### config.mk
export PLATFORM = sky130hd
export DESIGN_NAME = uart_irq_ident
export DESIGN_NICKNAME = d
export VERILOG_FILES = /design/src/rtl/uart_irq_pkg.sv /design/src/rtl/uart_irq_src.sv /design/src/rtl/uart_irq_rank.sv /design/src/rtl/uart_irq_view.sv /design/src/rtl/uart_irq_ident.sv
export SDC_FILE = /design/constraint.sdc
export NUM_CORES = 1
export LEC_CHECK = 0
export BUFFER_PORTS_ARGS = -buffer_cell sky130_fd_sc_hd__buf_2
export CAP_MARGIN = 15
export CORE_AREA = 2 2 39 41
export DETAILED_ROUTE_END_ITERATION = 10
export DIE_AREA = 0 0 41 43
export GPL_TIMING_DRIVEN = 0
export HOLD_SLACK_MARGIN = 0.06
export PLACE_DENSITY = 0.72
export SKIP_CTS_REPAIR_TIMING = 1
export SYNTH_ARGS = -nofsm -noshare
export SYNTH_HDL_FRONTEND = slang
export SYNTH_SLANG_ARGS = --single-unit
### constraint.sdc
create_clock -name clk -period 2 [get_ports clk]
set_input_delay 0.1 -clock clk [delete_from_list [all_inputs] [get_ports clk]]
set_output_delay 0.1 -clock clk [all_outputs]
set_load 0.01 [all_outputs]
### src/rtl/uart_irq_pkg.sv
package uart_irq_pkg;

    localparam int ID_W   = 8;
    localparam int CODE_W = 3;

    typedef enum logic [CODE_W-1:0] {
        CAUSE_MSR  = 3'b000,
        CAUSE_THRE = 3'b001,
        CAUSE_RDA  = 3'b010,
        CAUSE_RLS  = 3'b011,
        CAUSE_CTO  = 3'b110
    } cause_e;

    // latched event-type sources
    typedef struct packed {
        logic rls;
        logic cto;
        logic thre;
        logic msr;
    } latch_t;

    // all sources as seen by the ranking logic
    typedef struct packed {
        logic rls;
        logic rda;
        logic cto;
        logic thre;
        logic msr;
    } pend_t;

    localparam logic [3:0] THRE_NIBBLE = {CAUSE_THRE, 1'b0};

endpackage

### src/rtl/uart_irq_src.sv
module uart_irq_src
    import uart_irq_pkg::*;
(
    input  logic  clk,
    input  logic  rst_n,
    input  logic  fifo_en,
    input  logic  lsr_evt,
    input  logic  rda_lvl,
    input  logic  cto_evt,
    input  logic  thre_evt,
    input  logic  msr_evt,
    input  logic  lsr_rd,
    input  logic  rbr_rd,
    input  logic  msr_rd,
    input  logic  thr_wr,
    input  logic  thre_ack,
    output pend_t pend
);

    latch_t st_d, st_q;

    always_comb begin
        st_d = st_q;
        // clears first, events override
        if (lsr_rd)              st_d.rls  = 1'b0;
        if (lsr_evt)             st_d.rls  = 1'b1;
        if (rbr_rd || !fifo_en)  st_d.cto  = 1'b0;
        if (cto_evt && fifo_en)  st_d.cto  = 1'b1;
        if (thr_wr || thre_ack)  st_d.thre = 1'b0;
        if (thre_evt)            st_d.thre = 1'b1;
        if (msr_rd)              st_d.msr  = 1'b0;
        if (msr_evt)             st_d.msr  = 1'b1;
    end

    always_ff @(posedge clk or negedge rst_n) begin
        if (!rst_n) st_q <= '0;
        else        st_q <= st_d;
    end

    always_comb begin
        pend.rls  = st_q.rls;
        pend.rda  = rda_lvl;
        pend.cto  = st_q.cto;
        pend.thre = st_q.thre;
        pend.msr  = st_q.msr;
    end

    assert_lsr_clear_R6: assert property (@(posedge clk) disable iff (!rst_n)
        (lsr_rd && !lsr_evt) |=> !pend.rls);

    assert_msr_clear_R6: assert property (@(posedge clk) disable iff (!rst_n)
        (msr_rd && !msr_evt) |=> !pend.msr);

    assert_thre_wr_clear_R7: assert property (@(posedge clk) disable iff (!rst_n)
        (thr_wr && !thre_evt) |=> !pend.thre);

    assert_thre_rearm_R11: assert property (@(posedge clk) disable iff (!rst_n)
        thre_evt |=> pend.thre);

    assert_cto_clear_R12: assert property (@(posedge clk) disable iff (!rst_n)
        (rbr_rd && !cto_evt) |=> !pend.cto);

endmodule

### src/rtl/uart_irq_rank.sv
module uart_irq_rank
    import uart_irq_pkg::*;
(
    input  pend_t  pend,
    input  logic   fifo_en,
    input  logic   en_rls,
    input  logic   en_rda,
    input  logic   en_thre,
    input  logic   en_msr,
    output logic   any,
    output cause_e cause
);

    pend_t act;

    always_comb begin
        act.rls  = pend.rls  & en_rls;
        act.rda  = pend.rda  & en_rda;
        act.cto  = pend.cto  & en_rda & fifo_en;
        act.thre = pend.thre & en_thre;
        act.msr  = pend.msr  & en_msr;
        any      = |act;
    end

    always_comb begin
        if (act.rls)       cause = CAUSE_RLS;
        else if (act.rda)  cause = CAUSE_RDA;
        else if (act.cto)  cause = CAUSE_CTO;
        else if (act.thre) cause = CAUSE_THRE;
        else               cause = CAUSE_MSR;
    end

endmodule

### src/rtl/uart_irq_view.sv
module uart_irq_view
    import uart_irq_pkg::*;
(
    input  logic            clk,
    input  logic            rst_n,
    input  logic            iir_rd,
    input  logic            fifo_en,
    input  logic            any,
    input  cause_e          cause,
    output logic [ID_W-1:0] iir_q,
    output logic            thre_ack
);

    typedef struct packed {
        logic [ID_W-1:0] iir;
        logic            rd;
    } view_t;

    view_t           st_d, st_q;
    logic [ID_W-1:0] live;

    always_comb begin
        live = {fifo_en, fifo_en, 2'b00,
                cause[2] & fifo_en, cause[1:0], ~any};
        st_d    = st_q;
        st_d.rd = iir_rd;
        if (!iir_rd) st_d.iir = live;
    end

    always_ff @(posedge clk or negedge rst_n) begin
        if (!rst_n) st_q <= {8'h01, 1'b0};
        else        st_q <= st_d;
    end

    assign iir_q    = st_q.iir;
    assign thre_ack = iir_rd & ~st_q.rd & (st_q.iir[3:0] == THRE_NIBBLE);

    assert_frozen_R5: assert property (@(posedge clk) disable iff (!rst_n)
        iir_rd |=> $stable(iir_q));

    assert_idle_code_R3: assert property (@(posedge clk) disable iff (!rst_n)
        iir_q[0] |-> (iir_q[3:1] == 3'b000));

endmodule

### src/rtl/uart_irq_ident.sv
module uart_irq_ident
    import uart_irq_pkg::*;
(
    input  logic       clk,
    input  logic       rst_n,
    input  logic       fifo_en,
    input  logic       en_rls,
    input  logic       en_rda,
    input  logic       en_thre,
    input  logic       en_msr,
    input  logic       lsr_evt,
    input  logic       rda_lvl,
    input  logic       cto_evt,
    input  logic       thre_evt,
    input  logic       msr_evt,
    input  logic       iir_rd,
    input  logic       lsr_rd,
    input  logic       rbr_rd,
    input  logic       msr_rd,
    input  logic       thr_wr,
    output logic [7:0] iir_q,
    output logic       irq
);

    pend_t  pend;
    logic   any;
    cause_e cause;
    logic   thre_ack;

    uart_irq_src u_src (
        .clk      (clk),
        .rst_n    (rst_n),
        .fifo_en  (fifo_en),
        .lsr_evt  (lsr_evt),
        .rda_lvl  (rda_lvl),
        .cto_evt  (cto_evt),
        .thre_evt (thre_evt),
        .msr_evt  (msr_evt),
        .lsr_rd   (lsr_rd),
        .rbr_rd   (rbr_rd),
        .msr_rd   (msr_rd),
        .thr_wr   (thr_wr),
        .thre_ack (thre_ack),
        .pend     (pend)
    );

    uart_irq_rank u_rank (
        .pend    (pend),
        .fifo_en (fifo_en),
        .en_rls  (en_rls),
        .en_rda  (en_rda),
        .en_thre (en_thre),
        .en_msr  (en_msr),
        .any     (any),
        .cause   (cause)
    );

    uart_irq_view u_view (
        .clk      (clk),
        .rst_n    (rst_n),
        .iir_rd   (iir_rd),
        .fifo_en  (fifo_en),
        .any      (any),
        .cause    (cause),
        .iir_q    (iir_q),
        .thre_ack (thre_ack)
    );

    assign irq = any;

    assert_irq_idle_R10: assert property (@(posedge clk) disable iff (!rst_n)
        (!irq && !iir_rd) |=> iir_q[0]);

    assert_irq_busy_R10: assert property (@(posedge clk) disable iff (!rst_n)
        (irq && !iir_rd) |=> !iir_q[0]);

    assert_rls_top_R2: assert property (@(posedge clk) disable iff (!rst_n)
        (pend.rls && en_rls && !iir_rd) |=> (iir_q[3:0] == 4'b0110));

    assert_rda_gate_R9: assert property (@(posedge clk) disable iff (!rst_n)
        !en_rda |-> (cause != CAUSE_RDA && cause != CAUSE_CTO));

endmodule

======== Yosys cells after proc, flatten, opt, wreduce, memory -nomap -nowiden ========
Index checks and enable logic that the tools add are counted.
storage, ports and cells
  memory bits (read-only) ................. 0
  memory bits (writable) .................. 0
  output and inout bits ................... 9
  memories kept ........................... 0
  input bits .............................. 17
  logic and storage cells ................. 39
  register bits after elaboration ......... 10
  bits in latches ......................... 0
cells by class
  add/subtract/negate cells ............... 0
  multiplexer cells ....................... 12
  reductions and logical operators ........ 9
  multiply operators ...................... 0
  order comparisons ....................... 0
  bitwise gates (word level) .............. 11
  equal/unequal tests ..................... 1
  shift-type cells ........................ 0
  divide/modulo/power cells ............... 0
operators by type and width
  operator              count
  $and A1 B1 Y1         9
  $mux W1               9
  $mux W3               3
  $reduce_bool A2 Y1    4
  $reduce_or A5 Y1      1
  $eq A4 B2 Y1 const B  1
  $logic_or A1 B1 Y1    2
  $not A1 Y1            2
  $logic_and A1 B1 Y1   1
  $logic_not A1 Y1      1

======== Longest topological paths before layout ========
  depth after elaboration ................. 6
  gate-level depth with buffers ........... 4
  depth with buffers taken out ............ 3

======== By module ========
A second synthesis with hierarchy kept.
second synthesis, totals
  cell total of the unflattened synthesis .. 50
  area total of the unflattened synthesis .. 546.8 µm²
by module, submodules not included
  module         cells each  times used  seq. area each (µm²)  area each (µm²)
  uart_irq_view  26          1           151.4                 307.8
  uart_irq_src   13          1           100.1                 162.7
  uart_irq_rank  11          1           0.0                   76.3

======== Least setup slack after synthesis ========
No wires, ideal clock.
  path type ............................... reg2reg
  start ................................... register u_view.st_q, in the netlist u_view.iir_q[3]
  end ..................................... register u_src.st_q, in the netlist u_src.pend[1]
  cell stages (with the launch flop) ...... 4
  period minus slack after synthesis ...... 1.465 ns
  setup time .............................. 0.120 ns
  slack ................................... 0.535 ns
  buffers on the path ..................... 0
  required time ........................... 1.880 ns
  arrival time ............................ 1.345 ns
  path through ............................ dfrtp_1 or4b_1 or3_1 a31o_1
between the ends
  longest elaborated chain between the ends .. 4
RTL lines
  item                                 RTL line             RTL
  from (decl)                          uart_irq_view.sv:19  view_t st_d, st_q;
  from (signal assigned)               uart_irq_view.sv:31  if (!rst_n) st_q <= {8'h01, 1'b0};
  from (signal assigned)               uart_irq_view.sv:32  else st_q <= st_d;
  $eq A4 B2 Y1                         uart_irq_view.sv:36  assign thre_ack = iir_rd & ~st_q.rd & (st_q.iir[3:0] == THRE_NIBBLE);
  $and A1 B1 Y1                        uart_irq_view.sv:36
  $logic_or A1 B1 Y1                   uart_irq_src.sv:29   if (thr_wr || thre_ack) st_d.thre = 1'b0;
  $reduce_bool A2 Y1 (no source line)  n/a
  to (signal assigned)                 uart_irq_src.sv:37   else st_q <= st_d;
  to (decl)                            uart_irq_src.sv:20   latch_t st_d, st_q;
Every way passes these cells.
A chain may end at the register's enable or synchronous reset.

======== Worst setup path in the final report ========
Same ends and word-level chain as after synthesis.

==> flow_summary.ini <==
[status]
status = finished clean

[sta]
setup_viol = 0
hold_viol_final = 0
fin_crit_sh = 0.787
fin_hold_ws_ps = 76.0
min_period_ps = 1570
slew_viol_final = 0
fmax_mhz = 635
finalWorstSetupSlack_ps = 426
skew_ps = 4.83
rsz0062_at_grt = no
setup_tns_ps = 0

[clock_network]
clk_latency_ps = 260
cts.clk_slew.worst_paths_ps = 60
cts.root.buffer_cell = clkbuf_4
cts_tree = built
numCtsBuffers = 3
clock_path_buffers = 2
htreeDepth = 1
cts.sinks = 10

[placement]
dp_hpwl_um = 741
port_buffers = 23
globalplace.congestion = 0.702
pre_cts_slack_ps = 463

[worst_setup_path]
arrival_ps = 1720
worstPathRequired_ps = 2150
worstSetupStartpointType = flop
crit_type = reg2reg
critPathCaptureType = flop
worst-path-max-fanout = 3

[logic_synthesis]
synth_top_area_cell = dfrtp_1
syn_inst = 47
yosysSeqAreaShare = 0.514
synth_cell_type_count = 23
async_reset_ff_frac = 1.00
syn_area_per_cell_um2 = 10.4
synth_top_family_by_area = compound AO/OA/AOI/OAI gates
syn_area_um2 = 489
synth-simple-area-share = 0.0997
yosys-top-cells-count = dfrtp_1, buf_4, inv_1
synth_mux_area_frac = 0.0230
synth_xor_area_frac = 0
yosysWarnings = 0
synthFlopType = dfrtp_1
synth_fa_ha_area_frac = 0
ys_seq_elements = 10
synth_area_leaders = dfrtp_1, buf_4, dfstp_2
synth_most_common_cell = dfrtp_1
netlist.area_leader.share = 0.460
synth-edff-count = 0
synth_compound_area_frac = 0.187

[drt]
remaining_drc_errors = 0
avgRoutedWirePerCell_um = 9.76
first_iter_violations = 3
drt_first_pass_iters = 3
antenna_left = 0
wl_um = 956
num_vias = 435
viasPerCell = 4.44

[power_and_ir_drop]
p_comb_frac = 0.200
internal-power_mw = 0.392
p_total_mw = 0.509
switchingPower_mw = 0.117
peakVddDrop_mv = 0.480
share_seq_of_total_power = 0.453
p_per_area_nw_per_um2 = 693
power.share.clock = 0.347
p_leak_nw = 0.391
p_sw_frac = 0.230

[global_routing]
grt_use_total = 0.128
busiest_layer = met2
grt-ovfl-total = 0
grt_pass1_vias = 378
antenna_found_initial = 0
grt_max_degree = 11
use_met3 = 0.0785
met1_usage = 0.124
grt_pass1_wl_um = 1460
met2_usage = 0.203

[die]
die-width_um = 41
ios = 26
initial_core_util = 0.354
fp.dieH_um = 43
core_area_um2 = 1380
rows = 14
dieArea_um2 = 1760

[cells_and_area]
fin_nets = 100
area_growth_pct = 50.1
fin_util = 0.531
antenna_cells = 0
drive_gt1_frac = 0.451

[worst_hold_path]
min_path_type = in2reg

[job]
drv_cap = 0
## power by group through the flow
stage,Clock (mW),Sequential [mW],Combinational [mW]
after floorplan,0,0.231,0.0563
after global placement,0,0.233,0.0914
after detailed placement,0,0.234,0.0927
after CTS,0.186,0.230,0.0930
after global routing,0.199,0.233,0.115
final,0.177,0.230,0.102
## layout make-up
cell class | count | area, um^2
clock buffers | 4 | 36.3
well taps | 16 | 20.0
fillers | 144 | 649
flip-flops and latches | 10 | 251
inverters | 5 | 18.8
plain buffers | 9 | 63.8
repair buffers | 30 | 185
multi-input cells | 24 | 159
## path summary, 6_finish.rpt
check / from / slack, ps / depth (start not counted) / end
worst min-delay path: fifo_en / 80 / 2 / u_src.pend[2]
max in group asynchronous: rst_n / 1530 / 2 / u_view.iir_q[0]
min in group asynchronous: rst_n / 220 / 2 / u_view.iir_q[3]
worst min register to register: u_src.pend[0] / 490 / 1 / u_src.pend[0]
worst max-delay path: u_view.iir_q[3] / 430 / 3 / u_src.pend[1]
worst max register to register: u_view.iir_q[3] / 430 / 3 / u_src.pend[1]
## placed cells by master (no fill, tap or decap)
master         synthesis  layout
a21o_1                 2       2
a21oi_1                1       1
a22oi_1                1       1
a2bb2oi_1              1       1
a31o_1                 1       1
a32o_1                 1       1
a41o_1                 1       1
and2_1                 1       1
buf_2                  0      23
buf_4                  8       8
clkbuf_1               1       1
clkbuf_4               0       3
clkbuf_8               0       1
conb_1                 1       2
dfrtp_1                9       9
dfstp_2                1       1
dlygate4sd3_1          0       7
inv_1                  5       5
mux2_2                 1       1
nand2_1                4       4
nand3_1                1       1
nor2b_1                1       1
o21a_1                 1       1
o21ai_0                2       2
o41ai_1                1       1
or3_1                  1       1
or4b_1                 1       1
## worst max-delay path, cell delays in order (launching register included)
cell and delay, ps:
dfrtp_1 400, or4b_1 510, or3_1 330, a31o_1 220
## flip-flops by register name, summed over array words and instances, names as in the netlist
| signal | count |
|---|---|
| u_view.st_q | 1 |
| u_src.pend | 4 |
| u_view.iir_q | 5 |
## routing by layer
metal  vias up  share of wire
li1        222              -
met1       195           0.37
met2        16           0.54
met3         2          0.070
met4         0          0.015
met5         -              0
## kinds of logic after synthesis
family	Yosys count
simple gates	9
other cells	1
flops	10
compound gates	12
mux	1
buf+inv	14
## through the flow
stage | cell area (um^2) | cells
2_1_floorplan | 493 | 48
3_3_place_gp | 628 | 87
3_5_place_dp | 628 | 87
4_1_cts | 664 | 91
5_1_grt | 734 | 98
6_report | 734 | 98
Power figures use the tool's default switching activity.
